===== src/rtl/rtc_alarm_pkg.sv =====
package rtc_alarm_pkg;
  localparam int FIELD_W     = 8;
  localparam int NUM_FIELDS  = 7;
  localparam int ADDR_W      = 8;
  localparam int THR_WR_BASE = 'h80;
  localparam int THR_RD_BASE = 'h81;
  localparam int CFG_WR_ADDR = 'h94;
  localparam int CFG_RD_ADDR = 'h95;
  localparam int TIME_RD_BASE = 'hA1;

  typedef enum int {
    FLD_SEC   = 0,
    FLD_MIN   = 1,
    FLD_HOUR  = 2,
    FLD_DATE  = 3,
    FLD_MONTH = 4,
    FLD_DAY   = 5,
    FLD_YEAR  = 6
  } field_e;
endpackage


===== src/rtl/rtc_alarm_regs.sv =====
module rtc_alarm_regs
  import rtc_alarm_pkg::*;
#(
  parameter int NF = NUM_FIELDS,
  parameter int FW = FIELD_W,
  parameter int AW = ADDR_W
) (
  input  logic             clk,
  input  logic             rst,
  input  logic [AW-1:0]    addr,
  input  logic             wr,
  input  logic             rd,
  input  logic [FW-1:0]    wdata,
  input  logic [NF*FW-1:0] time_flat,
  input  logic             alarm_q,
  output logic [NF*FW-1:0] thr_flat,
  output logic [FW-1:0]    cfg_q,
  output logic [FW-1:0]    rdata,
  output logic             acc_hit
);
  localparam logic [FW-1:0] CFG_MASK = FW'((1 << NF) - 1);
  localparam int            MIN_IDX  = int'(FLD_MIN);

  logic [FW-1:0] thr_q [NF];
  logic [FW-1:0] rd_val;
  logic          thr_range;

  genvar gi;
  generate
    for (gi = 0; gi < NF; gi++) begin : g_thr
      always_ff @(posedge clk) begin
        if (rst) begin
          thr_q[gi] <= '0;
        end else if (wr && addr == AW'(THR_WR_BASE + 2 * gi)) begin
          thr_q[gi] <= wdata;
        end
      end
      assign thr_flat[gi*FW +: FW] = thr_q[gi];
    end
  endgenerate

  always_ff @(posedge clk) begin
    if (rst) begin
      cfg_q <= '0;
    end else if (wr && addr == AW'(CFG_WR_ADDR)) begin
      cfg_q <= wdata;
    end
  end

  always_comb begin
    rd_val = '0;
    if (addr == AW'(CFG_RD_ADDR)) begin
      rd_val = cfg_q & CFG_MASK;
    end
    for (int i = 0; i < NF; i++) begin
      if (addr == AW'(THR_RD_BASE + 2 * i)) begin
        rd_val = thr_q[i];
      end
      if (addr == AW'(TIME_RD_BASE + 2 * i)) begin
        if (i == MIN_IDX) begin
          rd_val = {alarm_q, time_flat[i*FW +: FW-1]};
        end else begin
          rd_val = time_flat[i*FW +: FW];
        end
      end
    end
  end

  always_ff @(posedge clk) begin
    if (rst) begin
      rdata <= '0;
    end else begin
      rdata <= rd ? rd_val : '0;
    end
  end

  always_comb begin
    thr_range = (addr >= AW'(THR_WR_BASE)) && (addr < AW'(THR_WR_BASE + 2 * NF));
    acc_hit   = (wr || rd) &&
                (thr_range || addr == AW'(CFG_WR_ADDR) || addr == AW'(CFG_RD_ADDR));
  end
endmodule


===== src/rtl/rtc_alarm_match.sv =====
module rtc_alarm_match #(
  parameter int NF = 7,
  parameter int FW = 8
) (
  input  logic [NF*FW-1:0] time_flat,
  input  logic [NF*FW-1:0] thr_flat,
  input  logic [NF-1:0]    enable,
  output logic             match_now
);
  logic [NF-1:0] field_ok;

  genvar gi;
  generate
    for (gi = 0; gi < NF; gi++) begin : g_cmp
      assign field_ok[gi] = !enable[gi] ||
                            (time_flat[gi*FW +: FW] == thr_flat[gi*FW +: FW]);
    end
  endgenerate

  assign match_now = (|enable) && (&field_ok);
endmodule


===== src/rtl/rtc_alarm_latch.sv =====
module rtc_alarm_latch (
  input  logic clk,
  input  logic rst,
  input  logic match_now,
  input  logic acc_hit,
  output logic match_q,
  output logic set_pulse,
  output logic alarm_q,
  output logic alarm_n
);
  logic alarm_nx;

  always_comb begin
    set_pulse = match_now && !match_q;
    alarm_nx  = set_pulse || (alarm_q && !acc_hit);
  end

  always_ff @(posedge clk) begin
    if (rst) begin
      match_q <= 1'b0;
      alarm_q <= 1'b0;
      alarm_n <= 1'b1;
    end else begin
      match_q <= match_now;
      alarm_q <= alarm_nx;
      alarm_n <= !alarm_nx;
    end
  end
endmodule


===== src/rtl/rtc_alarm_top.sv =====
module rtc_alarm_top
  import rtc_alarm_pkg::*;
#(
  parameter int NF = NUM_FIELDS,
  parameter int FW = FIELD_W,
  parameter int AW = ADDR_W
) (
  input  logic             clk,
  input  logic             rst,
  input  logic [AW-1:0]    bus_addr,
  input  logic             bus_wr,
  input  logic             bus_rd,
  input  logic [FW-1:0]    bus_wdata,
  output logic [FW-1:0]    bus_rdata,
  input  logic [NF*FW-1:0] time_flat,
  output logic             alarm_n,
  output logic             alarm_flag
);
  logic [NF*FW-1:0] thr_flat;
  logic [FW-1:0]    cfg_q;
  logic             acc_hit;
  logic             match_now;
  logic             match_q;
  logic             set_pulse;
  logic             alarm_q;

  rtc_alarm_regs #(.NF(NF), .FW(FW), .AW(AW)) regs_i (
    .clk(clk), .rst(rst), .addr(bus_addr), .wr(bus_wr), .rd(bus_rd),
    .wdata(bus_wdata), .time_flat(time_flat), .alarm_q(alarm_q),
    .thr_flat(thr_flat), .cfg_q(cfg_q), .rdata(bus_rdata), .acc_hit(acc_hit)
  );

  rtc_alarm_match #(.NF(NF), .FW(FW)) match_i (
    .time_flat(time_flat), .thr_flat(thr_flat), .enable(cfg_q[NF-1:0]),
    .match_now(match_now)
  );

  rtc_alarm_latch latch_i (
    .clk(clk), .rst(rst), .match_now(match_now), .acc_hit(acc_hit),
    .match_q(match_q), .set_pulse(set_pulse), .alarm_q(alarm_q),
    .alarm_n(alarm_n)
  );

  assign alarm_flag = alarm_q;
endmodule


===== config.mk =====
export PLATFORM = sky130hd
export DESIGN_NAME = rtc_alarm_top
export DESIGN_NICKNAME = d
export VERILOG_FILES = /design/src/rtl/rtc_alarm_pkg.sv /design/src/rtl/rtc_alarm_regs.sv /design/src/rtl/rtc_alarm_match.sv /design/src/rtl/rtc_alarm_latch.sv /design/src/rtl/rtc_alarm_top.sv
export SDC_FILE = /design/constraint.sdc
export NUM_CORES = 1
export LEC_CHECK = 0
export CORE_ASPECT_RATIO = 1.4
export CORE_UTILIZATION = 48
export DETAILED_ROUTE_END_ITERATION = 16
export DONT_BUFFER_PORTS = 1
export SLEW_MARGIN = 5
export SYNTH_ARGS = -nofsm -noshare
export SYNTH_HDL_FRONTEND = slang
export SYNTH_SLANG_ARGS = --single-unit

===== constraint.sdc =====
create_clock -name clk -period 3.7 [get_ports clk]
set_input_delay 0.37 -clock clk [delete_from_list [all_inputs] [get_ports clk]]
set_output_delay 0.37 -clock clk [all_outputs]
set_load 0.005 [all_outputs]

==> summary.txt <==
Synth
  – Area leader, netlist: edfxtp_1
  – Share of the synthesized area in the top cell type: about a third
  – Post-Synthesis Cells: roughly 500
  – Top post-synthesis cells by count: and2_1, edfxtp_1, xnor2_1
  – Distinct cell type count after synthesis: 62
  – Post-Syn Area: between 4000 and 5000 sq um
  – Synth Area in XOR/XNOR: between 10% and 20%
  – Compound-Gate Fraction of Synth Area: approximately 17%
  – Synth Area in Adders: 0%
  – Top-count cell post-synth: and2_1
  – Mux share of post-synthesis cell area: under 10%
  – Main combinational cell family by area after synthesis: simple AND/OR/NAND/NOR gates
  – Synth Net Count: 578
  – Ys async rst share: 0%
  – Syn_area_per_cell: 9.69 sq um
  – Main synth FF type: edfxtp_1
  – Synth Area in Simple Gates: 23.3%
  – Largest cells by area after synthesis: edfxtp_1, and2_1, dfxtp_1
  – Seq/Total Area, Yosys: between 40% and 50%
  – Yosys warnings: 0
  – Post-synth EDFFs: 56
  – Number of synthesized register bits: 74

Global route
  – First-pass GRT wire length: about 25,000 um
  – Vias in the first global route: approximately 4,000
  – Total grt overflow: 0
  – Largest net degree at the start of global routing: 39
  – Initial antenna violation count: 0
  – GRT Util Overall: approximately a third

CTS
  – Post-CTS setup buffers: 0
  – Post-cts resize count: 0
  – Clock sink count: 74
  – Clock root buffer: clkbuf_16
  – Clock Tree Buf Depth: 2
  – Worst skew pair latency: between 0.3 and 0.4 ns
  – TritonCTS clock tree: done
  – H-tree levels: 3
  – Clk slew on worst S/H paths: ~0.07 ns
  – Num CTS Buffers: 9
  – Hold Buf Count CTS: 0

Timing
  – Final WS setup: about 1.7 ns
  – Max-slew violation count: 0
  – Crit share post-route: about 55%
  – RSZ-0062 raised after global routing: no
  – Worst-Margin Slew: 0.894 ns
  – Final setup vio count: 0
  – Max Freq: roughly 500 MHz
  – Final hold vios: 0
  – Tmin final: a little over 2 ns
  – Worst slew margin: between 40% and 50%
  – Fin Setup TNS: 0 ns
  – Clock skew: between 0.009 and 0.01 ns

Finish
  – NumNets Final: approximately 570
  – Layout cells sized above 1: a little under 8%
  – Layout area overhead: 7.13%
  – Filler Cell Count: 950
  – Final Core Density: 52.6%
  – Antenna cells: 0

Worst hold path
  – WHS Path Cells: 1
  – Worst hold path type: input port to register
  – Min-delay src: rst
  – Hold EP: regs_i.cfg_q[4]$_SDFFE_PP0P_

Power
  – Pleak: ~1.7 nW
  – Power per Cell Area: about 390 nW/um^2
  – Maximum VDD drop: 0.236 mV

Run status
  – Status: finished, final reports clean

Critical path
  – Worst setup path class: register to register
  – Crit path DAT: around 2.3 ns
  – Setup crit end kind: register
  – CP required: between 3 and 4 ns
  – Worst R2R Path Depth: 6
  – Startpoint types: register
  – Critical R2R Capture: latch_i.alarm_n$_SDFF_PP1_
  – Critical R2R Launch: regs_i.thr_q[1][19]$_SDFFCE_PN0P_
  – Crit Path Max Fanout: 3
  – Flop-to-flop setup slack: around 1.7 ns

Floorplanning
  – Row cnt: 43
  – Starting Density: between 40% and 50%
  – Core area: 9900 sq um
  – Io pins: 86
  – Die Wd: roughly 87 um
  – Full die area: approximately 11,000 sq um
  – Die Ht: around 120 um

Route
  – Detailed-route wire length: approximately 17,000 um
  – DRC: 0
  – Antenna-violating nets left: 0
  – Vias: between 4,000 and 5,000
  – Starting DRT DRC Count: between 600 and 700
  – Drt first pass iters: 6
  – Drt wl/cell: roughly 27 um
  – Vias per inst: 6.69

Placement
  – Post-DP HPWL: about 13,000 um
  – GP Congestion: 0.956
  – Worst slack, placed: 1.41 ns
  – Port bufs: 0

Run
  – Max_cap viols: 0
[registers in the layout, summed over array words and instances, names as in the netlist]
name,flops
regs_i.thr_q,56
regs_i.rdata,8
regs_i.cfg_q,7
latch_i.alarm_n,1
latch_i.alarm_q,1
latch_i.match_q,1
[worst max-delay path by stage]
stage	start	end	slack [ns]	depth (start not counted)
2_1_floorplan	bus_addr[5]	regs_i.thr_q[0][0]$_SDFFCE_PN0P_	1.65	5
3_3_place_gp	bus_addr[5]	regs_i.thr_q[1][21]$_SDFFCE_PN0P_	1.42	4
3_5_place_dp	bus_addr[5]	regs_i.thr_q[1][21]$_SDFFCE_PN0P_	1.41	4
4_1_cts	regs_i.thr_q[0][9]$_SDFFCE_PN0P_	latch_i.alarm_n$_SDFF_PP1_	1.67	6
5_1_grt	regs_i.thr_q[0][9]$_SDFFCE_PN0P_	latch_i.alarm_n$_SDFF_PP1_	1.59	6
6_report	regs_i.thr_q[1][19]$_SDFFCE_PN0P_	latch_i.alarm_n$_SDFF_PP1_	1.65	6
[per-stage QoR]
| step | cell area [sq um] | power, mW | hold WS [ns] | std cells |
|---|---|---|---|---|
| global placement | 4910 | 1.13 | 0.444 | 613 |
| finish | 5210 | 2.02 | 0.0921 | 629 |
| detailed placement | 4910 | 1.13 | 0.448 | 613 |
| global route | 5210 | 2.07 | 0.0844 | 629 |
| floorplan | 4860 | 1.11 | 0.432 | 502 |
| CTS | 5210 | 2.02 | 0.0893 | 629 |
[placed cells by master, fill, tap and decap left out, drive strengths merged, types with 3 or more instances in the layout]
cell	netlist	final
and2	62	62
edfxtp	56	56
xnor2	40	40
nand2	31	31
o21ai	25	25
nor2	24	24
a21oi	19	19
dfxtp	18	18
nand3	17	17
xor2	16	16
nor3	15	15
a22oi	13	13
inv	10	13
nand4	10	10
mux2i	10	10
clkbuf	9	10
nor2b	8	8
o22ai	8	8
nor4	7	7
a31oi	7	7
mux2	7	7
nand2b	6	6
o21bai	6	6
a221oi	6	6
and3	6	6
a32oi	5	5
o221ai	5	5
a21o	4	4
o31a	3	3
a211oi	3	3
o311ai	3	3
[per-layer routing]
| metal | vias to the layer above | track usage (%) | share of wire (%) |
|---|---|---|---|
| li1 | 1846 | - | - |
| met1 | 2016 | 44.2 | 38 |
| met2 | 302 | 53.0 | 47 |
| met3 | 44 | 7.14 | 11 |
| met4 | 0 | 14.1 | 3.7 |
| met5 | - | 0 | 0 |
[cell families (layout without fill, tap and decap cells)]
logic type | after synthesis | in the layout
flops | 74 | 74
buf+inv | 36 | 28
compound gates | 123 | 123
simple gates | 196 | 196
mux | 17 | 17
xor+xnor | 56 | 56
[power breakdown]
part / internal, mW / switching, mW / leakage (nW) / total [mW]
sequential: 0.926 / 0.0323 / 0.677 / 0.959
combinational: 0.0753 / 0.0853 / 0.869 / 0.161
clock: 0.530 / 0.370 / 0.140 / 0.900
total: 1.53 / 0.488 / 1.69 / 2.02
[area by class of cell]
| cell class | count | area, sq um | share of cell area, % |
|---|---|---|---|
| inverter | 10 | 37.5 | 0.720 |
| multi-input combinational | 392 | 2650 | 50.8 |
| tap | 135 | 169 | 3.24 |
| clock buffer | 10 | 229 | 4.39 |
| timing repair buffer | 2 | 15.0 | 0.288 |
| sequential | 74 | 2040 | 39.2 |
| clock inverter | 6 | 71.3 | 1.37 |
[critical path, stage by stage, from the launching register on]
cell      delay (ns)
edfxtp_1        0.40
xor2_1          0.18
nor4_1          0.39
a31oi_1         0.21
a211o_1         0.29
nor3_1          0.34
a21oi_1         0.12
(Power assumes the default switching activity.)
